==> config.mk <==
export PLATFORM = sky130hd
export DESIGN_NAME = mafd_fault_unit
export DESIGN_NICKNAME = d
export VERILOG_FILES = /design/src/rtl/mafd_pkg.sv /design/src/rtl/mafd_align_chk.sv /design/src/rtl/mafd_priv_chk.sv /design/src/rtl/mafd_bus_timer.sv /design/src/rtl/mafd_fault_unit.sv
export SDC_FILE = /design/constraint.sdc
export NUM_CORES = 1
export LEC_CHECK = 0
export ABC_AREA = 0
export BUFFER_PORTS_ARGS = -buffer_cell sky130_fd_sc_hd__buf_2
export CORE_AREA = 5 5 82 92
export DETAILED_ROUTE_END_ITERATION = 7
export DIE_AREA = 0 0 87 97
export PLACE_DENSITY = 0.79
export SLEW_MARGIN = 20
export SYNTH_ARGS = -nofsm -noshare
export SYNTH_HDL_FRONTEND = slang
export SYNTH_SLANG_ARGS = --single-unit
export TNS_END_PERCENT = 20
==> constraint.sdc <==
create_clock -name clk -period 3.1 [get_ports clk]
set_clock_uncertainty 0.1 [all_clocks]
set_input_delay 0.62 -clock clk [delete_from_list [all_inputs] [get_ports clk]]
set_output_delay 0.62 -clock clk [all_outputs]
set_load 0.01 [all_outputs]
==> src/rtl/mafd_pkg.sv <==
package mafd_pkg;

   typedef enum logic [1:0] {
      SZ_BYTE = 2'd0,
      SZ_HALF = 2'd1,
      SZ_WORD = 2'd2,
      SZ_RSVD = 2'd3
   } acc_size_e;

   localparam int unsigned CAUSE_W = 5;

   localparam logic [CAUSE_W-1:0] CAUSE_ADDR_LD = 5'd4;
   localparam logic [CAUSE_W-1:0] CAUSE_ADDR_ST = 5'd5;
   localparam logic [CAUSE_W-1:0] CAUSE_BUS_LD  = 5'd6;
   localparam logic [CAUSE_W-1:0] CAUSE_BUS_ST  = 5'd7;

endpackage

==> src/rtl/mafd_align_chk.sv <==
module mafd_align_chk
   import mafd_pkg::*;
#(
   parameter int unsigned ADDR_W       = 32,
   parameter bit          STRICT_ALIGN = 1'b1
) (
   input  logic [ADDR_W-1:0] addr,
   input  logic [1:0]        size,
   output logic              misaligned
);

   if (ADDR_W < 2) begin : g_bad_width
      $error("mafd_align_chk: ADDR_W must be at least 2");
   end

   logic rsvd;
   assign rsvd = (acc_size_e'(size) == SZ_RSVD);

   if (STRICT_ALIGN) begin : g_strict
      always_comb begin
         unique case (acc_size_e'(size))
            SZ_BYTE: misaligned = 1'b0;
            SZ_HALF: misaligned = addr[0];
            SZ_WORD: misaligned = |addr[1:0];
            default: misaligned = 1'b1;
         endcase
      end
   end else begin : g_relaxed
      logic unused_addr;
      assign unused_addr = ^addr;
      assign misaligned  = rsvd;
   end

endmodule

==> src/rtl/mafd_priv_chk.sv <==
module mafd_priv_chk #(
   parameter int unsigned       ADDR_W      = 32,
   parameter logic [ADDR_W-1:0] KERNEL_BASE = {1'b1, {(ADDR_W-1){1'b0}}}
) (
   input  logic [ADDR_W-1:0] addr,
   input  logic              user_mode,
   output logic              violation
);

   if (KERNEL_BASE == '0) begin : g_all_kernel
      logic unused_addr;
      assign unused_addr = ^addr;
      assign violation   = user_mode;
   end else begin : g_split
      assign violation = user_mode && (addr >= KERNEL_BASE);
   end

endmodule

==> src/rtl/mafd_bus_timer.sv <==
module mafd_bus_timer #(
   parameter int unsigned TIMEOUT = 16
) (
   input  logic clk,
   input  logic rst_n,
   input  logic start,
   input  logic ack,
   output logic busy,
   output logic expire
);

   localparam int unsigned CNT_W = (TIMEOUT < 2) ? 1 : $clog2(TIMEOUT);
   localparam logic [CNT_W-1:0] LAST = CNT_W'(TIMEOUT - 1);

   if (TIMEOUT < 1) begin : g_bad_timeout
      $error("mafd_bus_timer: TIMEOUT must be at least 1");
   end

   logic [CNT_W-1:0] cnt_q;
   logic             busy_q;

   assign busy   = busy_q;
   assign expire = busy_q && !ack && (cnt_q == LAST);

   always_ff @(posedge clk) begin
      if (!rst_n) begin
         busy_q <= 1'b0;
         cnt_q  <= '0;
      end else if (!busy_q) begin
         busy_q <= start;
         cnt_q  <= '0;
      end else if (ack || expire) begin
         busy_q <= 1'b0;
         cnt_q  <= '0;
      end else begin
         cnt_q  <= cnt_q + 1'b1;
      end
   end


   cnt_range_chk: assert property (@(posedge clk) disable iff (!rst_n)
      busy_q |-> (cnt_q <= LAST));


   ack_release_chk: assert property (@(posedge clk) disable iff (!rst_n)
      (busy_q && ack) |=> !busy_q);


   expire_release_chk: assert property (@(posedge clk) disable iff (!rst_n)
      expire |=> !busy_q);

endmodule

==> src/rtl/mafd_fault_unit.sv <==
module mafd_fault_unit
   import mafd_pkg::*;
#(
   parameter int unsigned       ADDR_W       = 32,
   parameter int unsigned       TIMEOUT      = 16,
   parameter bit                STRICT_ALIGN = 1'b1,
   parameter logic [ADDR_W-1:0] KERNEL_BASE  = {1'b1, {(ADDR_W-1){1'b0}}}
) (
   input  logic               clk,
   input  logic               rst_n,
   input  logic               req_valid,
   output logic               req_ready,
   input  logic [ADDR_W-1:0]  req_addr,
   input  logic [1:0]         req_size,
   input  logic               req_write,
   input  logic               user_mode,
   input  logic               bus_ack,
   output logic               fwd_valid,
   output logic               fault_valid,
   output logic [CAUSE_W-1:0] fault_cause,
   output logic [ADDR_W-1:0]  fault_addr
);

   logic misaligned, priv_viol, addr_err;
   logic fire, timer_busy, expire;
   logic [ADDR_W-1:0] held_addr_q;
   logic              held_write_q;
   logic              fault_q;
   logic [CAUSE_W-1:0] cause_q;
   logic [ADDR_W-1:0]  faddr_q;

   mafd_align_chk #(
      .ADDR_W       (ADDR_W),
      .STRICT_ALIGN (STRICT_ALIGN)
   ) align_i (
      .addr       (req_addr),
      .size       (req_size),
      .misaligned (misaligned)
   );

   mafd_priv_chk #(
      .ADDR_W      (ADDR_W),
      .KERNEL_BASE (KERNEL_BASE)
   ) priv_i (
      .addr      (req_addr),
      .user_mode (user_mode),
      .violation (priv_viol)
   );

   assign req_ready = !timer_busy;
   assign fire      = req_valid && req_ready;
   assign addr_err  = misaligned || priv_viol;
   assign fwd_valid = fire && !addr_err;

   mafd_bus_timer #(
      .TIMEOUT (TIMEOUT)
   ) timer_i (
      .clk    (clk),
      .rst_n  (rst_n),
      .start  (fwd_valid),
      .ack    (bus_ack),
      .busy   (timer_busy),
      .expire (expire)
   );

   always_ff @(posedge clk) begin
      if (!rst_n) begin
         held_addr_q  <= '0;
         held_write_q <= 1'b0;
      end else if (fwd_valid) begin
         held_addr_q  <= req_addr;
         held_write_q <= req_write;
      end
   end

   always_ff @(posedge clk) begin
      if (!rst_n) begin
         fault_q <= 1'b0;
         cause_q <= '0;
         faddr_q <= '0;
      end else begin
         fault_q <= (fire && addr_err) || expire;
         if (fire && addr_err) begin
            cause_q <= req_write ? CAUSE_ADDR_ST : CAUSE_ADDR_LD;
            faddr_q <= req_addr;
         end else if (expire) begin
            cause_q <= held_write_q ? CAUSE_BUS_ST : CAUSE_BUS_LD;
            faddr_q <= held_addr_q;
         end
      end
   end

   assign fault_valid = fault_q;
   assign fault_cause = cause_q;
   assign fault_addr  = faddr_q;


   addr_fault_report_chk: assert property (@(posedge clk) disable iff (!rst_n)
      (fire && addr_err) |=> (fault_valid &&
         (fault_cause == CAUSE_ADDR_LD || fault_cause == CAUSE_ADDR_ST)));


   fwd_then_busy_chk: assert property (@(posedge clk) disable iff (!rst_n)
      fwd_valid |=> !req_ready);


   bus_fault_after_wait_chk: assert property (@(posedge clk) disable iff (!rst_n)
      (fault_valid && fault_cause[1]) |-> $past(timer_busy));


   fault_onehot_src_chk: assert property (@(posedge clk) disable iff (!rst_n)
      $onehot0({fire && addr_err, expire}));

endmodule

==> results of run 1 <==
[registers in the layout, summed over array words and instances, names as in the netlist]
signal,count
held_write_q,1
held_addr_q,32
fault_valid,1
timer_i.cnt_q,4
timer_i.busy,1
fault_addr,32
fault_cause,3
[metal layers]
| metal | up-vias | global-route usage |
|---|---|---|
| met3 | 15 | 0.06117 |
| met4 | 0 | 0.08273 |
| met2 | 160 | 0.3799 |
| met5 | - | 0 |
| li1 | 1555 | - |
| met1 | 1603 | 0.3200 |
[cells in the mapped netlist (2+ instances only)]
library cell,instances
sky130_fd_sc_hd__nor3_1,3
sky130_fd_sc_hd__inv_1,2
sky130_fd_sc_hd__a2111oi_0,31
sky130_fd_sc_hd__a311oi_1,30
sky130_fd_sc_hd__buf_4,6
sky130_fd_sc_hd__dfxtp_1,74
sky130_fd_sc_hd__nor2b_1,2
sky130_fd_sc_hd__nand2b_1,2
sky130_fd_sc_hd__mux2i_1,33
sky130_fd_sc_hd__nand3_1,36
sky130_fd_sc_hd__buf_2,14
sky130_fd_sc_hd__buf_6,3
sky130_fd_sc_hd__clkbuf_1,24
sky130_fd_sc_hd__a21oi_1,2
sky130_fd_sc_hd__o21ai_0,33
sky130_fd_sc_hd__nor2_1,4
sky130_fd_sc_hd__a311oi_2,2
sky130_fd_sc_hd__nand2_1,67
[final cells by class]
cell class | instances | area, um^2
Inverter | 3 | 11.26
Clock buffer | 9 | 123.9
Fill cell | 546 | 2392
Timing Repair Buffer | 92 | 498.0
Multi-Input combinational cell | 263 | 1727
Sequential cell | 74 | 1481
Tap cell | 82 | 102.6
Clock inverter | 7 | 141.4
[worst paths after layout]
path,end,slack [ns],cells past startpoint
max,fault_addr[11],0.90,5
min,held_addr_q[12],0.36,2
max reg2reg,fault_addr[11],0.90,5
min reg2reg,held_addr_q[12],0.36,2
[kinds of logic after synthesis]
| logic type | count (synthesis) | share of synthesized area |
|---|---|---|
| and+or+nand+nor | 115 | 0.1430 |
| AOI/OAI and AO/OA | 110 | 0.2493 |
| buffers and inverters | 50 | 0.07257 |
| other | 1 | 0.001087 |
| adders and majority gates | 1 | 0.003628 |
| DFF | 74 | 0.4296 |
| xor gates and xnor gates | 2 | 0.005081 |
| muxes | 33 | 0.09579 |
[worst min-delay path: cells and delay by family, from the launching register on]
kind	cells	cell delay, ns
DFF	1	0.31
and+or+nand+nor	1	0.05
muxes	1	0.05
[through the flow]
step	total power [mW]	util	cell area (um^2)
2_1_floorplan	1.260	-	3452
3_3_place_gp	1.369	0.5897	3820
6_report	2.354	0.6307	4085
4_1_cts	2.358	0.6307	4085
5_1_grt	2.444	0.6307	4085
3_5_place_dp	1.378	0.5897	3820
[report_power, final]
part	switching [mW]	internal (mW)	total [mW]	leakage [nW]
combinational	0.193	0.123	0.316	0.785
sequential	0.0319	1.01	1.05	0.607
clock	0.376	0.616	0.992	0.129
total	0.602	1.75	2.35	1.52
==> results by stage, run 1 <==
Route:
- After detailed routing, the number of remaining DRC violations is 0.
- The highest metal layer with signal wires is met4.
- The met2 layer wire length in the routed design is ~4700 um.
- The count of vias placed by the detailed router is ~3300.
- After detailed routing, the wire length on met1 is approximately 4000 um.
- The detail route stage leaves a number of antenna-violating nets equal to 0.
- The first detailed-routing pass took 7 iterations.
- Wire segments on met3 add up to ~830 um in the final route.
- The total routed wirelength is between 9000 and 10000 um.
- After detailed routing, the number of vias per cell comes to approximately 6.3.
- After the first detailed-routing iteration, the DRC count stood at between 200 and 300.
- Dividing the detail-routed wire length by the instance count gives ~18 um.

Worst setup path:
- The count of buffer and inverter cells on the critical path is 1.
- In this run the critical register-to-register path is launched from timer_i.cnt_q[0].
- In this design, the stage delay of the slowest critical-path cell is roughly 0.62 ns.
- The launch point of the critical path is timer_i.cnt_q[0].
- The kind of cell with the highest combined delay on the critical path is simple AND/OR/NAND/NOR gates.
- STA classifies the critical path startpoint as a register.
- The worst setup path is of the reg2reg kind.
- Along the worst path, the maximum fanout reaches 22.
- The data arrival time of the worst path is between 2 and 2.5 ns.
- Data on the critical path is required at its endpoint by between 3 and 4 ns.
- The signal on the critical path passes through ha_1 -> nand3_1 -> buf_4 -> o21ai_0 -> a311oi_2.
- The kind of end point of the critical path is a register.
- The cell with the biggest individual delay on the critical path is sky130_fd_sc_hd__nand3_1.

Logic synthesis:
- The proportion of synthesized flip-flops having asynchronous set or reset is 0.
- The number of different library cells used by synthesis comes to 36.
- Yosys attributes the largest share of cell area to sky130_fd_sc_hd__dfxtp_1, sky130_fd_sc_hd__mux2i_1, sky130_fd_sc_hd__a2111oi_0, sky130_fd_sc_hd__a311oi_1, sky130_fd_sc_hd__nand2_1.
- The count of flip-flops with a built-in enable after synthesis is 0.
- After synthesis the cells add up to roughly 3400 um^2.
- Among all flip-flop cells after synthesis, the most frequent one is sky130_fd_sc_hd__dfxtp_1.
- The largest area contributor in the netlist is sky130_fd_sc_hd__dfxtp_1.
- The share of the Yosys chip area taken by registers is 0.4296.
- Yosys printed 0 warnings.
- The post-synthesis register bit count is 74.
- The cell count after synthesis is around 390.
- The area share of the largest cell type after synthesis is 0.4296.
- Dividing the synthesized area by the synthesized cell count gives just under 9 um^2.

Timing:
- Of the available clock period, the critical path in the final layout requires 0.7091.
- Setup violations remaining at the end of the flow were counted as 0.
- The final count of pins violating max slew is 0.
- The routed design could run at a clock period as short as 2.198 ns.
- The number of hold-slack violations in the final timing report is 0.
- In the final timing run, aggregate negative setup slack is 0 ns.
- Setup slack on the critical path of the routed design comes to between 0.9 and 1 ns.
- Setup repair after global routing left no endpoint under its margin.
- The maximum clock rate is around 0.45 GHz.
- The final worst hold slack is approximately 0.36 ns.
- The worst slew margin relative to its limit is 0.4312.
- For the pin with the worst max-slew slack, the measured transition is roughly 0.85 ns.

GRT:
- The aggregate global routing overflow is 0.
- The number of global-route vias before repair is between 3000 and 4000.
- The first global-routing pass estimated approximately 16000 um of wire.
- Entering global routing, the biggest net connects 36 pins.
- The number of antenna violations at the first check in global routing was 0.
- For this run, the total global-route usage over all layers was measured as 0.2421.

Min path:
- The worst hold path class is reg2reg.
- The worst hold path begins at held_addr_q[12].

Die:
- The die extent in x is around 87 um.
- Measured along the y axis, the die boundary spans ~97 um.
- The floorplan row count is 31.
- In this run the count of I/O pins placed on the die edge is 80.
- The initial core utilization is 0.5324.
- The core region is 6477 um^2.
- The area of the die is ~8400 um^2.

Clock tree:
- The number of CTS-inserted buffers is 9.
- The number of buffers inserted by hold repair at cts is 0.
- For this design, the sink count on the clock tree is between 70 and 80.
- After clock tree synthesis, the repair step resized 0 gates.
- The clock tree from TritonCTS is done.
- The clock passes through at most 2 buffers.
- The CTS root buffer is sky130_fd_sc_hd__clkbuf_8.
- The number of levels the H-tree was split into is 3.
- Clock-pin slew was measured on the worst setup and hold paths at around 0.07 ns.
- At the later pin of the worst-skew pair, clock insertion delay measures approximately 0.35 ns.
- The post-CTS setup buffer count is 0.

Cells and area:
- The most common cell after layout, fill and taps aside is sky130_fd_sc_hd__buf_2.
- The number of nets in the finished design is just under 500.
- After the flow finishes, the layout carries non-filler instances totaling 530.
- 0 antenna diodes ended up in the layout.
- The ratio of cells with drive above 1 in the final layout is 0.2612.
- In the layout the commonest cells are sky130_fd_sc_hd__buf_2, sky130_fd_sc_hd__dfxtp_1, sky130_fd_sc_hd__nand2_1, sky130_fd_sc_hd__nand3_1.
- The area added between synthesis and finish is 18.47%.

Pwr:
- VDD sags by at most a little under 400 uV.
- For this design the static power due to leakage is 1.521 nW.
- The total power divided by cell area is ~580 nW/um^2.

Status:
- The flow ran to the end, and the final reports show no timing, DRC or antenna violations.

Run:
- The number of maximum-capacitance constraint violations is 0.

Placed design:
- Port buffering added just under 80 buffers.
- The placed wire-length estimate is 6283 um.
- At the end of routability-driven placement, the weighted congestion stood at between 0.8 and 0.9.
- The number of cells in the design after placement is roughly 510.
- Before CTS, the worst setup slack after placement is between 0.7 and 0.8 ns.
Power figures use the tool's default switching activity.
==> run 2, diff against run 1 <==
--- a/config.mk
+++ b/config.mk
@@ -7,10 +7,10 @@
 export LEC_CHECK = 0
 export ABC_AREA = 0
 export BUFFER_PORTS_ARGS = -buffer_cell sky130_fd_sc_hd__buf_2
-export CORE_AREA = 5 5 82 92
+export CORE_AREA = 5 5 87 97
 export DETAILED_ROUTE_END_ITERATION = 7
-export DIE_AREA = 0 0 87 97
-export PLACE_DENSITY = 0.79
+export DIE_AREA = 0 0 92 102
+export PLACE_DENSITY = 0.74
 export SLEW_MARGIN = 20
 export SYNTH_ARGS = -nofsm -noshare
 export SYNTH_HDL_FRONTEND = slang
==> constraint.sdc (replaced) <==
create_clock -name clk -period 1.8 [get_ports clk]
set_clock_uncertainty 0.1 [all_clocks]
set_input_delay 0.36 -clock clk [delete_from_list [all_inputs] [get_ports clk]]
set_output_delay 0.36 -clock clk [all_outputs]
set_load 0.01 [all_outputs]
==> results by stage, run 2 (synthesis results as in run 1) <==
Timing:
- The count of final setup violators is 0 (unchanged).
- The setup TNS after final layout is 0 ns (unchanged).
- The final count of pins violating max slew came to 0 (unchanged).
- The worst slew margin relative to its limit is 0.6411 (+0.2099).
- The final worst-path cycle share is 0.9659.
- The maximum clock rate is 0.5752 GHz.
- The number of hold-slack violations in the final timing report is 0 (unchanged).
- The routed design could run at a clock period as short as about 1.7 ns.
- The actual transition at the worst max-transition pin is 0.5247 ns (-0.3261 ns).
- The final worst-path setup slack is 0.06133 ns (-0.8404 ns).

Worst setup path:
- STA classifies the critical path startpoint as a register.
- The worst register-to-register path begins at timer_i.cnt_q[0].
- The worst setup path is captured at an output port.
- The slack of the worst reg-to-reg path is 0.18 ns (-0.72 ns).
- The end of the worst register-to-register path is fault_addr[14].
- The instance count on the critical path is 3 (-2).
- The signal on the critical path passes through nor2b_1 -> o211a_2 -> buf_4.
- The data arrival time of the worst path came to 1.28 ns (-1.02 ns).
- The count of buffer and inverter cells on the critical path came to 1 (unchanged).
- The maximum fanout along the worst path is 6 (-73%).
- The cell with the biggest individual delay on the critical path is sky130_fd_sc_hd__dfxtp_1.
- The category of the critical setup timing path is reg2out.
- The peak per-stage delay on the critical path is 0.36 ns (-0.26 ns).
- The cell depth of the worst flop-to-flop path is 5 (unchanged).
- The kind of cell with the highest combined delay on the critical path is flip-flops.
- The required time reported for the critical path endpoint is 1.34 ns (-1.87 ns).

GRT:
- The routing usage on met3 is 0.04934 (-0.01184).
- The first-pass GRT wire length is 15600 um (-4.9%).
- In this run the most used layer during global routing was met2.
- The met1 track utilization from global routing came to 0.2621 (-0.05781).
- The number of antenna violations at the first check in global routing was 0 (unchanged).
- The pin count of the biggest net entering global routing is 36 (unchanged).
- The number of global-route vias before repair was 3257 (-1.5%).
- The met2 demand-to-capacity share in global routing is 0.3449 (-0.03495).
- The global-route total usage across every layer was 0.2065 (-0.03560).
- The aggregate global routing overflow is 0 (unchanged).

Cells and area:
- The ratio of cells with drive above 1 in the final layout came to 0.2773 (+0.01613).
- The most common cell after layout, fill and taps aside is sky130_fd_sc_hd__buf_2.
- The library cells used most frequently in the layout, excluding fill and tap cells, are sky130_fd_sc_hd__buf_2, sky130_fd_sc_hd__dfxtp_1, sky130_fd_sc_hd__nand2_1, sky130_fd_sc_hd__nand3_1.
- The area growth from synthesis to layout is 21.92%.
- The count of antenna diodes in the layout came to 0 (unchanged).
- The number of nets in the finished design was 494 (+2.1%).

Placed design:
- The total of buffers placed on input and output ports was 77 (unchanged).
- The global placement routability congestion is 0.8402 (+3.9%).
- The placed wire-length estimate was 6357 um (+1.2%).
- The setup slack after placement is 0.04446 ns (-0.7291 ns).

Pwr:
- The leakage power summed over all cells is 1.584 nW (+4.1%).
- The total power divided by cell area is 923.4 nW/um^2 (+60%).
- The worst vdd rail ir drop was 478.1 uV (+22%).
- The total chip power was 3.882 mW (+65%).

Clock tree:
- The cell sitting at the root of the clock tree is a sky130_fd_sc_hd__clkbuf_8.
- TritonCTS built the clock tree.
- The number of buffers inserted by hold repair at cts was 0 (unchanged).
- The number of CTS-inserted buffers is 9 (unchanged).
- The clock tree buffer depth came to 2 (unchanged).
- The number of levels the H-tree was split into is 3 (unchanged).
- The clock sink count is 74 (unchanged).
- The clock slew seen by the registers of the worst setup and hold paths was 0.08 ns (about the same).
- The clock network latency to the later pin of the worst-skew pair is 0.33 ns (-0.02 ns).

Run:
- The number of maximum-capacitance constraint violations is 0 (unchanged).

Route:
- The via-per-instance ratio came to 6.024 (-4.2%).
- The violation count after the first detailed-route iteration is 256 (-9.9%).
- The final antenna-violating net count is 0 (unchanged).
- The first-pass iteration count of the detailed router is 5 (-2).
- The average wire per standard cell is 17.40 um (-5.5%).
- The post-detailed-route DRC marker count is 0 (unchanged).
- The total routed wirelength came to 9484 um (-2.9%).
- The count of vias placed by the detailed router is 3283 (-1.5%).

Die:
- The die extent in x came to 92 um (+5.7%).
- The core area is 7350 um^2 (+13%).
- The area of the die is 9384 um^2 (+11%).
- The floorplan row count is 33 (+6.5%).
- The number of top-level design ports is 80 (unchanged).
- The vertical die dimension is 102 um (+5.2%).
- The initial core utilization is 0.4692 (-0.06317).

Min path:
- In this run the most critical hold path is launched from req_addr[17].
- The worst hold path class is in2reg.
- The number of cells traversed by the worst hold path is 3 (+1).
- The destination of the worst hold path is held_addr_q[17].

Status:
- The run finished with clean final reports.
run 2: cell types whose count changed in the layout (fill, tap and decap cells not counted):
| cell | before | now |
|---|---|---|
| sky130_fd_sc_hd__clkbuf_8 | 9 | 12 |
| sky130_fd_sc_hd__buf_4 | 15 | 21 |
| sky130_fd_sc_hd__buf_12 | 0 | 5 |
| sky130_fd_sc_hd__buf_2 | 77 | 76 |
| sky130_fd_sc_hd__bufinv_16 | 4 | 2 |
| sky130_fd_sc_hd__clkinv_4 | 1 | 0 |
run 2: tightest hold or removal path: cells and delay by family:
kind	cells	cell delay [ns]
buffers and inverters	1	0.10
AND/OR/NAND/NOR	1	0.05
multiplexers	1	0.05
run 2: how the worst max path moves through the flow:
stage,start,end,slack (ns)
floorplan,req_addr[0],fwd_valid,0.21
global placement,req_size[0],fault_addr[14],0.06
detailed placement,req_addr[31],fault_addr[15],0.04
CTS,timer_i.busy,fwd_valid,0.02
global route,timer_i.busy,fwd_valid,-0.006
finish,timer_i.busy,fwd_valid,0.06
run 2: area by class of cell:
cell class / instances / area [um^2]
clock buffers: 12 / 165.2
clock inverters: 4 / 72.57
fillers: 667 / 3146
inverters: 3 / 11.26
multi-input cells: 263 / 1727
flip-flops and latches: 74 / 1481
well taps: 87 / 108.9
repair buffers: 102 / 638.1
run 2: power breakdown:
group	internal, mW	switching [mW]
Combinational	0.239	0.334
Sequential	1.75	0.0546
Clock	0.893	0.616
Total	2.88	1.00
run 2: per-stage QoR:
stage                     hold WS, ns  cell area [um^2]  utilization  std cells
final                          0.1764              4204       0.5720        545
after global routing           0.1616              4204       0.5720        545
after CTS                      0.1692              4187       0.5696        543
after detailed placement       0.3428              3949       0.5373        527
after global placement         0.3322              3949       0.5373        527
after floorplan                0.3176              3452            -        387
run 2: what timing repair did:
action                                  4_1_cts  5_1_grt
resized for setup                             0        1
endpoints found under the hold margin         0        0
endpoints found under the setup margin        0        1
buffers inserted                              0        2
run 2: metal layers:
layer	share of wire	vias to the layer above
met4	0.019	0
li1	-	1577
met3	0.072	14
met2	0.48	145
met1	0.43	1547
met5	0	-
